**config.mk**
```make
export PLATFORM = sky130hd
export DESIGN_NAME = sqe_test_gen
export DESIGN_NICKNAME = d
export VERILOG_FILES = /design/src/rtl/sqe_pkg.sv /design/src/rtl/sqe_eof_detect.sv /design/src/rtl/sqe_mode_qual.sv /design/src/rtl/sqe_pulse_timer.sv /design/src/rtl/sqe_test_gen.sv
export SDC_FILE = /design/constraint.sdc
export NUM_CORES = 1
export LEC_CHECK = 0
export BUFFER_PORTS_ARGS = -buffer_cell sky130_fd_sc_hd__buf_2
export CAP_MARGIN = 5
export CORE_AREA = 8 8 45 47
export DETAILED_ROUTE_END_ITERATION = 16
export DIE_AREA = 0 0 53 55
export PLACE_DENSITY = 0.52
export SYNTH_ARGS = -nofsm -noshare
export SYNTH_HDL_FRONTEND = slang
export SYNTH_SLANG_ARGS = --single-unit
```
**constraint.sdc**
```tcl
create_clock -name clk -period 2.2 [get_ports clk]
set_input_delay 0.22 -clock clk [delete_from_list [all_inputs] [get_ports clk]]
set_output_delay 0.22 -clock clk [all_outputs]
set_load 0.02 [all_outputs]
```
**src/rtl/sqe_pkg.sv**
```systemverilog
package sqe_pkg;

    localparam int unsigned DLY_MIN = 6;
    localparam int unsigned DLY_MAX = 16;
    localparam int unsigned WID_MIN = 5;
    localparam int unsigned WID_MAX = 15;

    typedef enum logic [1:0] {
        ST_IDLE  = 2'd0,
        ST_WAIT  = 2'd1,
        ST_PULSE = 2'd2
    } sqe_state_e;

    typedef struct packed {
        logic tp_sel;
        logic sqe_en;
        logic fdx;
        logic lpbk;
    } sqe_mode_s;

    // Pulse permitted on twisted pair with test enabled; full duplex blocks
    // it unless loopback isolates the line.
    function automatic logic mode_allows(sqe_mode_s m);
        return m.tp_sel & m.sqe_en & (~m.fdx | m.lpbk);
    endfunction

    function automatic int unsigned cnt_bits(int unsigned a, int unsigned b);
        int unsigned mx;
        mx = (a > b) ? a : b;
        return (mx < 2) ? 1 : $clog2(mx + 1);
    endfunction

endpackage

```
**src/rtl/sqe_eof_detect.sv**
```systemverilog
module sqe_eof_detect (
    input  logic clk,
    input  logic rst,
    input  logic tx_en,
    output logic eof_o,
    output logic abort_o
);
    logic en_q;

    always_ff @(posedge clk) begin
        if (rst) en_q <= 1'b0;
        else     en_q <= tx_en;
    end

    assign eof_o   = en_q & ~tx_en;
    assign abort_o = tx_en;
endmodule

```
**src/rtl/sqe_mode_qual.sv**
```systemverilog
module sqe_mode_qual
    import sqe_pkg::*;
(
    input  logic tp_sel,
    input  logic sqe_test_n,
    input  logic full_dup,
    input  logic loopback,
    input  logic eof,
    output logic start_o
);
    sqe_mode_s mode;

    always_comb begin
        mode.tp_sel = tp_sel;
        mode.sqe_en = ~sqe_test_n;
        mode.fdx    = full_dup;
        mode.lpbk   = loopback;
    end

    assign start_o = eof & mode_allows(mode);
endmodule

```
**src/rtl/sqe_pulse_timer.sv**
```systemverilog
module sqe_pulse_timer
    import sqe_pkg::*;
#(
    parameter int unsigned DELAY = 10,
    parameter int unsigned WIDTH = 10,
    parameter int unsigned CNT_W = 4
) (
    input  logic clk,
    input  logic rst,
    input  logic start,
    input  logic abort,
    output logic pulse_o
);
    typedef struct packed {
        sqe_state_e       state;
        logic [CNT_W-1:0] cnt;
    } tmr_s;

    localparam logic [CNT_W-1:0] DLY_LOAD = CNT_W'(DELAY - 1);
    localparam logic [CNT_W-1:0] WID_LOAD = CNT_W'(WIDTH - 1);

    tmr_s cur, nxt;

    always_comb begin
        nxt = cur;
        if (abort) begin
            nxt.state = ST_IDLE;
            nxt.cnt   = '0;
        end else begin
            unique case (cur.state)
                ST_IDLE: begin
                    if (start) begin
                        nxt.state = ST_WAIT;
                        nxt.cnt   = DLY_LOAD;
                    end
                end
                ST_WAIT: begin
                    if (cur.cnt == '0) begin
                        nxt.state = ST_PULSE;
                        nxt.cnt   = WID_LOAD;
                    end else begin
                        nxt.cnt = cur.cnt - 1'b1;
                    end
                end
                ST_PULSE: begin
                    if (cur.cnt == '0) begin
                        nxt.state = ST_IDLE;
                    end else begin
                        nxt.cnt = cur.cnt - 1'b1;
                    end
                end
                default: begin
                    nxt.state = ST_IDLE;
                    nxt.cnt   = '0;
                end
            endcase
        end
    end

    always_ff @(posedge clk) begin
        if (rst) begin
            cur.state <= ST_IDLE;
            cur.cnt   <= '0;
        end else begin
            cur <= nxt;
        end
    end

    assign pulse_o = (cur.state == ST_PULSE);
endmodule

```
**src/rtl/sqe_test_gen.sv**
```systemverilog
module sqe_test_gen
    import sqe_pkg::*;
#(
    parameter int unsigned DELAY = 10,
    parameter int unsigned WIDTH = 10
) (
    input  logic clk,
    input  logic rst,
    input  logic tx_en,
    input  logic tp_sel,
    input  logic sqe_test_n,
    input  logic full_dup,
    input  logic loopback,
    output logic col_o
);
    localparam int unsigned CNT_W = cnt_bits(DELAY, WIDTH);

    // timing windows enforced at elaboration.
    if (DELAY < DLY_MIN || DELAY > DLY_MAX) begin : g_bad_delay
        $error("sqe_test_gen: DELAY %0d outside %0d..%0d", DELAY, DLY_MIN, DLY_MAX);
    end
    if (WIDTH < WID_MIN || WIDTH > WID_MAX) begin : g_bad_width
        $error("sqe_test_gen: WIDTH %0d outside %0d..%0d", WIDTH, WID_MIN, WID_MAX);
    end

    logic eof, abort, start;

    sqe_eof_detect u_eof (
        .clk     (clk),
        .rst     (rst),
        .tx_en   (tx_en),
        .eof_o   (eof),
        .abort_o (abort)
    );

    sqe_mode_qual u_qual (
        .tp_sel     (tp_sel),
        .sqe_test_n (sqe_test_n),
        .full_dup   (full_dup),
        .loopback   (loopback),
        .eof        (eof),
        .start_o    (start)
    );

    sqe_pulse_timer #(
        .DELAY (DELAY),
        .WIDTH (WIDTH),
        .CNT_W (CNT_W)
    ) u_tmr (
        .clk     (clk),
        .rst     (rst),
        .start   (start),
        .abort   (abort),
        .pulse_o (col_o)
    );
endmodule

```
==> out/metrics.csv <==
metric;value;unit
crit_fanout;8;
r2r_cells;6;
pwr-share-seq;48.1;%
peakVddDrop;309;uV
maxCapViolations;0;
fin_crit_sh;72.4;%
cts_sinks;7;
use_met1;8.19;%
drv_slew;0;
antenna_cells;0;
hold_path_end;u_eof.en_q;
rsz0062_at_grt;false;
layout_common_cells;buf_2 (7), dfxtp_1 (7), nor2_1 (5);
final_nets;71;
path_clk_slew;0.06;ns
synth.area.mux_share;0;%
finalNonFillerCells;77;
synth_top_family_by_area;simple AND/OR/NAND/NOR gates;
route.detailed.drc;0;
synth_area;468;um^2
cts-resized-gates;0;
crit_type;register to register;
dr.first_iter.drc_count;7;
dp_hpwl;727;um
layout-drive-gt1-share;26.2;%
status;completed;
crit_required;2.37;ns
dieArea;2920;um^2
grt_pass1_vias;398;
min_from;rst;
power_switching;63.4;uW
syn_avg_cell_area;8.83;um^2
viasPerCell;5.26;
io_pins;8;
period_minus_slack;1.59;ns
multi_input_area;303;um^2
final.setup.worst_slack;0.608;ns
cts_setup_buffers;0;
fill_cells;151;
grt_max_degree;14;
area.sequential;140;um^2
place_congestion;0.793;
cts_buffer_depth;2;
grt_pass1_wl;1590;um
antenna_found_initial;0;
die_x;53;um
placementRows;14;
initial_core_util;33.8;%
hold_class;primary input to register;
die_h;55;um
synth_fp_nets;62;
synth_cell_types;30;
htree_levels;1;
cp-start-kind;register;
pwr-share-clk;45.5;%
tightest_slew;0.453;ns
synthAdderAreaFrac;5.35;%
synth-simple-area-share;32.4;%
via_count;405;
synth_xor_area_share;0;%
arrival;1.76;ns
grt_overflow;0;
hold_viol;0;
cts_inserted_buffers;3;
reg2reg_from;u_tmr.cur[0];
ys_seq_elements;7;
endpoint_kind;register;
slew_headroom;69.8;%
cts_hold_buf;0;
clock.fmax;0.628;GHz
antenna_left;0;
place.port_buffers;7;
r2r_end;u_tmr.cur[1];
finalHoldWorstSlack;0.116;ns
grt.met3_usage;1.60;%
syn_inst;53;
place_ws;0.618;ns
syn2layout_area_growth;14.4;%
p_sw_share;23.5;%
setup_viol;0;
clockRootBuffer;clkbuf_4;
synth_compound_area_share;27.0;%
core_area;1380;um^2
p_int;207;uW
cts_tree;done;
wl_per_cell;12.5;um
insertion_delay;0.26;ns
reg2reg_slack;0.61;ns
top_usage_layer;met2;
yosysWarnings;0;
fin_skew;0.00353;ns
place_inst;73;
firstDrtPassIters;2;
drt_wl_total;966;um
hold_depth;2;
grt_usage;7.65;%
yosysSeqAreaShare;29.9;%
timing.setup.tns;0;ns
power_frac_comb;6.4;%
pwr_density_cell;505;nW/um^2
leakage;0.000195;uW
met2_usage;12.1;%
## critical path: stages, from the launching register on
cell     delay, ns
dfxtp_1       0.33
inv_1         0.11
ha_1          0.18
nor3b_2       0.39
nand2_1       0.10
o211a_1       0.14
nor4_1        0.25
## state kept, by name, summed over array words and instances (netlist names)
signal	flops
u_tmr.cur	6
u_eof.en_q	1
## power by group through the flow
stage	Clock, uW	Sequential, uW	Combinational [uW]
6_report	123	130	17.3
4_1_cts	121	130	17.5
3_5_place_dp	0	133	17.4
2_1_floorplan	0	132	10.7
5_1_grt	129	130	19.5
3_3_place_gp	0	133	17.6
## synthesized netlist by cell type
master     count  area, um^2
nand3b_1       1        7.51
o2111ai_1      1        8.76
or2b_1         2        15.0
buf_2          2        10.0
a21o_1         1        7.51
a2111oi_0      1        8.76
nor2b_1        1        6.26
nor3b_2        1        12.5
and2b_2        1        8.76
or2_2          2        12.5
or4b_1         2        20.0
a2111oi_2      1        15.0
o311ai_1       1        8.76
nor2b_4        1        13.8
nand2b_1       2        12.5
inv_1          3        11.3
o211a_1        1        10.0
o31a_1         1        8.76
ha_1           2        25.0
o2111a_1       1        11.3
clkbuf_1       1        3.75
o21ai_0        3        15.0
and2b_1        1        7.51
a21oi_1        3        15.0
nor4_1         2        12.5
a211oi_1       1        7.51
nand2_1        1        3.75
nor2_1         5        18.8
dfxtp_1        7         140
a221o_1        1        10.0
## metrics by stage
| step | power, uW | utilization [%] | area, um^2 |
|---|---|---|---|
| final | 270 | 38.7 | 536 |
| after global routing | 279 | 38.7 | 536 |
| after CTS | 269 | 38.7 | 536 |
| after detailed placement | 150 | 36.8 | 509 |
| after global placement | 150 | 36.8 | 509 |
| after floorplan | 143 | - | 468 |
## cells by family (layout without fill, tap and decap cells)
logic type,after synthesis,after routing
simple gates,22,22
compound gates,16,16
flops,7,7
buf+inv,6,14
fa+ha+maj,2,2
## layer usage
layer	vias to the layer above	wire length (um)
met3	5	32
met1	178	471
li1	212	-
met5	-	0
met2	10	422
met4	0	40
## layout make-up
type                            count  area share [%]
Tap cell                           16            3.74
Clock buffer                        4            4.91
Multi-Input combinational cell     40            56.5
Inverter                            3            2.10
Timing Repair Buffer                7            6.54
Sequential cell                     7            26.2
## worst max path at each step
stage	from	slack, ns	to
2_1_floorplan	u_tmr.cur[0]	0.78	u_tmr.cur[0]
3_3_place_gp	u_tmr.cur[0]	0.63	u_tmr.cur[1]
3_5_place_dp	u_tmr.cur[0]	0.62	u_tmr.cur[1]
4_1_cts	u_tmr.cur[0]	0.58	u_tmr.cur[1]
5_1_grt	u_tmr.cur[0]	0.46	u_tmr.cur[1]
6_report	u_tmr.cur[0]	0.61	u_tmr.cur[1]
Note: power is estimated with default switching activity, not from simulation.
